File: config.mk
export PLATFORM = sky130hd
export DESIGN_NAME = sdac_front
export DESIGN_NICKNAME = d
export VERILOG_FILES = /design/src/rtl/sdac_pkg.sv /design/src/rtl/sdac_sync.sv /design/src/rtl/sdac_rx.sv /design/src/rtl/sdac_latch.sv /design/src/rtl/sdac_front.sv
export SDC_FILE = /design/constraint.sdc
export NUM_CORES = 1
export LEC_CHECK = 0
export BUFFER_PORTS_ARGS = -buffer_cell sky130_fd_sc_hd__buf_2
export CORE_AREA = 3 3 78 80
export CTS_CLUSTER_SIZE = 14
export DETAILED_ROUTE_END_ITERATION = 8
export DIE_AREA = 0 0 81 83
export PLACE_DENSITY_LB_ADDON = 0.12
export SLEW_MARGIN = 20
export SYNTH_ARGS = -nofsm -noshare
export SYNTH_HDL_FRONTEND = slang
export SYNTH_SLANG_ARGS = --single-unit
File: constraint.sdc
create_clock -name clk -period 5.38 [get_ports clk]
set_clock_uncertainty 0.1 [all_clocks]
set_input_delay 0 -clock clk [delete_from_list [all_inputs] [get_ports clk]]
set_output_delay 0 -clock clk [all_outputs]
set_load 0.03 [all_outputs]
File: src/rtl/sdac_pkg.sv
package sdac_pkg;
   // value the leading frame bit must carry for a frame to be accepted
   localparam logic LEAD_OK = 1'b0;

   function automatic int frame_bits(input int addr_w, input int code_w);
      return 1 + addr_w + code_w;
   endfunction
endpackage

File: src/rtl/sdac_sync.sv
module sdac_sync #(
   parameter int W = 1,
   parameter int STAGES = 2,
   parameter logic [W-1:0] RST_VAL = '0
) (
   input  logic         clk,
   input  logic         rst_n,
   input  logic [W-1:0] d,
   output logic [W-1:0] q
);
   if (STAGES < 2) begin : g_bad_stages
      $error("sdac_sync: STAGES must be at least 2");
   end

   for (genvar i = 0; i < STAGES; i++) begin : g_stg
      logic [W-1:0] r;
      if (i == 0) begin : g_first
         always_ff @(posedge clk or negedge rst_n)
            if (!rst_n) r <= RST_VAL;
            else        r <= d;
      end else begin : g_next
         always_ff @(posedge clk or negedge rst_n)
            if (!rst_n) r <= RST_VAL;
            else        r <= g_stg[i-1].r;
      end
   end

   assign q = g_stg[STAGES-1].r;
endmodule

File: src/rtl/sdac_rx.sv
module sdac_rx #(
   parameter int FRAME_W = 16
) (
   input  logic               clk,
   input  logic               rst_n,
   input  logic               cs_s,
   input  logic               sclk_s,
   input  logic               dat_s,
   output logic [FRAME_W-1:0] frame_q,
   output logic               frame_full,
   output logic               cs_rise
);
   localparam int CNT_W = $clog2(FRAME_W + 1);
   localparam logic [CNT_W-1:0] CNT_TOP = CNT_W'(FRAME_W);

   logic             cs_d, sclk_d;
   logic [CNT_W-1:0] bit_cnt;
   logic             cs_fall, sclk_rise;

   assign cs_fall   = cs_d & ~cs_s;
   assign cs_rise   = ~cs_d & cs_s;
   assign sclk_rise = sclk_s & ~sclk_d;

   always_ff @(posedge clk or negedge rst_n) begin
      if (!rst_n) begin
         cs_d   <= 1'b1;
         sclk_d <= 1'b0;
      end else begin
         cs_d   <= cs_s;
         sclk_d <= sclk_s;
      end
   end

   always_ff @(posedge clk or negedge rst_n) begin
      if (!rst_n) begin
         frame_q <= '0;
         bit_cnt <= '0;
      end else if (cs_fall) begin
         frame_q <= '0;
         bit_cnt <= '0;
      end else if (!cs_s && sclk_rise) begin
         frame_q <= {frame_q[FRAME_W-2:0], dat_s};
         if (bit_cnt != CNT_TOP) bit_cnt <= bit_cnt + 1'b1;
      end
   end

   assign frame_full = (bit_cnt == CNT_TOP);
endmodule

File: src/rtl/sdac_latch.sv
module sdac_latch
   import sdac_pkg::*;
#(
   parameter int ADDR_W = 3,
   parameter int CODE_W = 12
) (
   input  logic                clk,
   input  logic                rst_n,
   input  logic                enable,
   input  logic                cs_rise,
   input  logic                frame_full,
   input  logic [frame_bits(ADDR_W, CODE_W)-1:0] frame,
   input  logic [ADDR_W-1:0]   strap,
   output logic [CODE_W-1:0]   code_q,
   output logic                load_pulse
);
   localparam int FW = frame_bits(ADDR_W, CODE_W);

   logic lead_ok, addr_ok, take;

   assign lead_ok = (frame[FW-1] == LEAD_OK);
   assign addr_ok = (frame[FW-2 -: ADDR_W] == strap);
   assign take    = cs_rise & frame_full & enable & lead_ok & addr_ok;

   always_ff @(posedge clk or negedge rst_n) begin
      if (!rst_n) begin
         code_q     <= '0;
         load_pulse <= 1'b0;
      end else begin
         load_pulse <= take;
         if (take) code_q <= frame[CODE_W-1:0];
      end
   end
endmodule

File: src/rtl/sdac_front.sv
module sdac_front
   import sdac_pkg::*;
#(
   parameter int ADDR_W = 3,
   parameter int CODE_W = 12,
   parameter int SYNC_STAGES = 2
) (
   input  logic              clk,
   input  logic              rst_n,
   input  logic              stby_n,
   input  logic [ADDR_W-1:0] addr_strap,
   input  logic              ser_cs_n,
   input  logic              ser_clk,
   input  logic              ser_dat,
   output logic [CODE_W-1:0] code_q,
   output logic              out_en,
   output logic              load_pulse
);
   localparam int FW = frame_bits(ADDR_W, CODE_W);

   if (ADDR_W < 1 || CODE_W < 1) begin : g_bad_width
      $error("sdac_front: ADDR_W and CODE_W must be positive");
   end

   logic [3:0]    raw_in, syn_q;
   logic          stby_s, cs_s, sclk_s, dat_s;
   logic [FW-1:0] frame;
   logic          frame_full, cs_rise;

   assign raw_in = {stby_n, ser_cs_n, ser_clk, ser_dat};

   sdac_sync #(.W(4), .STAGES(SYNC_STAGES), .RST_VAL(4'b0100)) u_sync (
      .clk(clk), .rst_n(rst_n), .d(raw_in), .q(syn_q)
   );

   assign {stby_s, cs_s, sclk_s, dat_s} = syn_q;
   assign out_en = stby_s;

   sdac_rx #(.FRAME_W(FW)) u_rx (
      .clk(clk), .rst_n(rst_n), .cs_s(cs_s), .sclk_s(sclk_s), .dat_s(dat_s),
      .frame_q(frame), .frame_full(frame_full), .cs_rise(cs_rise)
   );

   sdac_latch #(.ADDR_W(ADDR_W), .CODE_W(CODE_W)) u_latch (
      .clk(clk), .rst_n(rst_n), .enable(stby_s), .cs_rise(cs_rise),
      .frame_full(frame_full), .frame(frame), .strap(addr_strap),
      .code_q(code_q), .load_pulse(load_pulse)
   );
endmodule

### Yosys cells after proc, flatten, opt, wreduce, memory -nomap -nowiden

Index checks and enable logic that the tools add are counted.

| cells by class | value |
|---|---|
| add/subtract/negate cells | 1 |
| equal/unequal tests | 3 |
| multiplexer cells | 5 |
| bitwise gates (word level) | 11 |
| reduce and logical (&&, ||, !) cells | 5 |

Operators by type and width:

| kind | count |
|---|---|
| 16-bit two-way mux | 2 |
| 5-bit two-way mux | 3 |
| 1-bit bitwise AND | 7 |
| 5-bit by 1-bit adder with 5-bit output, second input constant | 1 |
| 5-bit == test, second input constant | 1 |
| 5-bit inequality test, second input constant | 1 |
| 1-bit NOT | 4 |
| 2-bit nonzero test | 2 |
| 3-bit == test | 1 |
| 2-bit AND reduction | 1 |
| 1-bit logical AND | 1 |
| 1-bit logical NOT | 1 |

| storage, ports and cells | value |
|---|---|
| register bits after elaboration | 44 |
| bits of input ports | 9 |
| output and inout port bits | 14 |
| word-level logic and storage cells | 33 |

### Longest topological paths before layout

| logic depth | value |
|---|---|
| depth after elaboration | 6 |
| mapped depth | 7 |
| gate-level depth less buffers | 6 |

### By module

A second synthesis with hierarchy kept.

| second synthesis, totals | value |
|---|---|
| cells, all modules | 143 |
| area total of the unflattened synthesis | 1726.7 um^2 |

By module, submodules not included:

| module | instances | cells an instance | area each (um^2) | seq. area each (um^2) |
|---|---|---|---|---|
| sdac_rx | 1 | 104 | 1004.7 | 576.8 |
| sdac_latch | 1 | 31 | 519.2 | 325.3 |
| sdac_sync | 1 | 8 | 202.7 | 202.7 |

### Worst setup path after synthesis

Ideal clock, no wire load.

| timing | value |
|---|---|
| path type | register -> register |
| start point | register u_rx.bit_cnt[0] |
| end point | register u_latch.code_q[0] |
| library setup time | 125 ps |
| arrival time | 1653 ps |
| required time | 5155 ps |
| setup slack | 3502 ps |
| stages on the path, launching flop included | 8 |
| path buffers | 1 |
| period minus slack after synthesis | 1878 ps |
| cells stage by stage | dfrtp_1 > inv_1 > ha_1 > and4bb_1 > nand2_1 > nor4b_4 > buf_6 > mux2_2 |

| on the way | value |
|---|---|
| word-level cells in the longest chain between the ends | 5 |

Ends and longest elaborated chain:

| what | line | source |
|---|---|---|
| start: declaration | sdac_rx.sv:17 | `logic [CNT_W-1:0] bit_cnt;` |
| start signal: assignment | sdac_rx.sv:43 | `if (bit_cnt != CNT_TOP) bit_cnt <= bit_cnt + 1'b1;` |
| 5-bit == test | sdac_rx.sv:47 | `assign frame_full = (bit_cnt == CNT_TOP);` |
| 1-bit bitwise AND (4 in series) | sdac_latch.sv:23 | `assign take = cs_rise & frame_full & enable & lead_ok & addr_ok;` |
| end signal: assignment | sdac_latch.sv:31 | `if (take) code_q <= frame[CODE_W-1:0];` |
| end: declaration | sdac_latch.sv:14 | `output logic [CODE_W-1:0] code_q,` |

No other way between the ends.
A chain may end at the register's enable or synchronous reset.

### Final worst setup path

| timing | value |
|---|---|
| start point | register u_rx.bit_cnt[0] |
| end point | register u_latch.code_q[1] |

The elaborated chain is that of the path after synthesis.

==> impl_metrics.yaml <==
logic_synthesis:
  avgSynthCellArea_sq_um: 15.1
  synth_area_sq_um: 1660
  synth-edff-count: 0
  yosysSeqAreaShare_pct: 66.4
  ys_async_sr_fraction_pct: 100
  ys_ff_latch: 44
  synthFlopType: "dfrtp_1"
  synthCells: 110
  synth_nets: 121
  yosys_warnings: 0
  synthDistinctLibCells: 26
placed_design:
  hpwl_mm: 1.90
  dpl_worst_slack_ns: 3.03
  place_congestion: 0.741
  port_buffers: 22
drt:
  drc_errors: 0
  routedWlPerCell_um: 13.8
  dr.pass1.iters: 4
  ant_nets: 0
  drtIter0Drc: 73
  num_vias: 985
  via_per_inst: 4.56
  routed_wl_mm: 2.98
power_and_ir_drop:
  seq_power_share_pct: 54.4
  power_density_nw_per_um2: 312
  share_comb_of_total_power_pct: 4.9
  switchingPower_mw: 0.141
  swShare_pct: 22.3
  clkPwrFrac_pct: 40.8
  power_mw: 0.631
  power_leakage_nw: 0.995
  power.internal_mw: 0.490
  ir_drop_uv: 132
setup_path:
  reg2reg_depth: 6
  crit_type: "reg -> reg"
  timing.rr.end: "u_latch.code_q[1]"
  cp.required_ns: 5.47
  r2r-start: "u_rx.bit_cnt[0]"
  cp.arrival_ns: 2.40
  endpoint_kind: "flop"
  cp_max_fo: 12
  timing.reg2reg.setup_slack_ns: 3.07
  critPathLaunchType: "flop"
run:
  maxCapViolations: 0
floorplanning:
  die_y_um: 83
  rows: 27
  ios: 23
  dieWidth_um: 81
  dieArea_sq_um: 6720
  coreArea_sq_um: 5470
  start_util_pct: 30.4
grt:
  globalRouteOverflowTotal: 0
  grt.total_usage_pct: 10.1
  grt_max_degree: 45
  grt_pass1_vias: 1063
  antenna_found_initial: 0
  grt_pass1_wl_mm: 5.24
finish:
  drive_gt1_share_pct: 35.4
  area_growth_syn_to_layout_pct: 21.7
  final_nets: 154
  regArea_sq_um: 1100
  multi_input_area_sq_um: 529
  n_fill_cell: 547
  diodes: 0
clock_network:
  cts.sinks: 44
  insertion_delay_ns: 0.30
  holdBufCountCts: 6
  htree_levels: 2
  ctsResizeCount: 0
  post_cts_buffers: 0
  clk_pin_slew_ns: 0.09
  cts_buffer_depth: 2
  cts_buffers: 5
  cts-root-buf: "clkbuf_8"
  cts_tree: "done"
hold_path:
  min_from: "addr_strap[1]"
  whs_endpoint: "u_latch.load_pulse"
  hold_path.class: "in -> reg"
  hold_depth: 3
sta:
  fmax_mhz: 433
  period_share_pct: 42.9
  worstMarginPinSlew_ns: 0.954
  layout_setup_ws_ns: 3.07
  slew_viol_final: 0
  max_slew_margin_pct: 36.4
  rsz0062_at_grt: "false"
  finalSetupViolations: 0
  min_period_ns: 2.31
  final.setup.tns_ns: 0
  final_hold_viol_count: 0
outcome:
  status: "completed"
==> flip-flops by register name, summed over array words and instances (netlist names) <==
name and flops:
u_sync.q 4, u_rx.cs_d 1, u_rx.frame_q 16, u_latch.code_q 12, u_sync.g_stg.r 4, u_rx.bit_cnt 5
u_rx.sclk_d 1, u_latch.load_pulse 1
==> how the worst max path moves through the flow <==
stage	start	to	slack, ns
final	u_rx.bit_cnt[0]	u_latch.code_q[1]	3.07
after detailed placement	u_rx.bit_cnt[0]	u_latch.code_q[3]	3.03
after CTS	u_rx.bit_cnt[0]	u_latch.code_q[3]	3.00
after floorplan	u_rx.bit_cnt[0]	u_latch.code_q[0]	3.50
after global routing	u_rx.bit_cnt[0]	u_latch.code_q[4]	2.95
after global placement	u_rx.bit_cnt[0]	u_latch.code_q[3]	3.09
==> area by class of cell <==
| type | instances | area share, % |
|---|---|---|
| timing repair buffer | 29 | 8.78 |
| clock buffer | 5 | 3.40 |
| multi-input combinational | 61 | 26.1 |
| inverter | 2 | 0.371 |
| tap | 72 | 4.45 |
| sequential | 44 | 54.6 |
| clock inverter | 3 | 2.29 |
==> per-layer routing <==
layer  global-route usage, %  part of all wire (%)  vias to the layer above
met1                    14.1                    50                      496
met3                    2.93                   5.3                        5
met4                    4.61                   1.6                        0
li1                        -                     -                      459
met5                       0                     0                        -
met2                    14.2                    43                       25
==> cell usage after synthesis (2+ instances only) <==
master	n	area share, %
nor2b_1	2	0.75
nand4_1	2	0.75
xor2_1	5	2.6
nor2_1	6	1.4
inv_1	2	0.45
a22o_1	16	8.4
a21oi_1	2	0.60
dfrtp_1	41	62
nand2_1	2	0.45
mux2_2	12	8.1
xnor2_1	2	1.1
ha_1	2	1.5
dfstp_2	3	4.7
==> power by group through the flow <==
stage / clock network, mW / logic, mW / registers (mW)
2_1_floorplan: 0 / 0.0138 / 0.349
3_3_place_gp: 0 / 0.0279 / 0.349
3_5_place_dp: 0 / 0.0283 / 0.349
4_1_cts: 0.270 / 0.0317 / 0.343
5_1_grt: 0.283 / 0.0353 / 0.344
6_report: 0.257 / 0.0309 / 0.343
==> cell families (layout without fill, tap and decap cells) <==
family | Yosys count | in the layout | synth area share [%]
buffers and inverters | 5 | 39 | 1.80
flip-flops | 44 | 44 | 66.4
multiplexers | 12 | 12 | 8.12
adder cells (fa/ha/maj) | 2 | 2 | 1.50
AND/OR/NAND/NOR | 21 | 21 | 9.02
XOR/XNOR | 7 | 7 | 3.68
AO/OA/AOI/OAI | 19 | 19 | 9.47
==> cell usage in the layout (no fill, tap or decap), types with 3 or more instances in the layout <==
cell / instances
mux2_2: 12
dfstp_2: 3
dfrtp_1: 41
a22o_1: 16
clkbuf_8: 5
nor2_1: 6
dlygate4sd3_1: 6
xor2_1: 5
buf_2: 22
==> per-stage QoR <==
step	hold slack [ns]	utilization (%)	std cells	cell area (sq um)
after CTS	0.0254	37.0	216	2020
after detailed placement	0.00753	33.8	202	1850
final	0.0497	37.0	216	2020
after global routing	0.104	37.0	216	2020
after floorplan	-0.396	-	110	1660
after global placement	0.00524	33.8	202	1850
==> worst max-delay path, stage by stage, from the launching register on <==
cell and delay, ns:
dfrtp_1 0.43, inv_1 0.07, ha_1 0.15, and4bb_1 0.23
nand2_1 0.09, nor4b_4 0.71, mux2_2 0.41
Power figures use the tool's default switching activity.
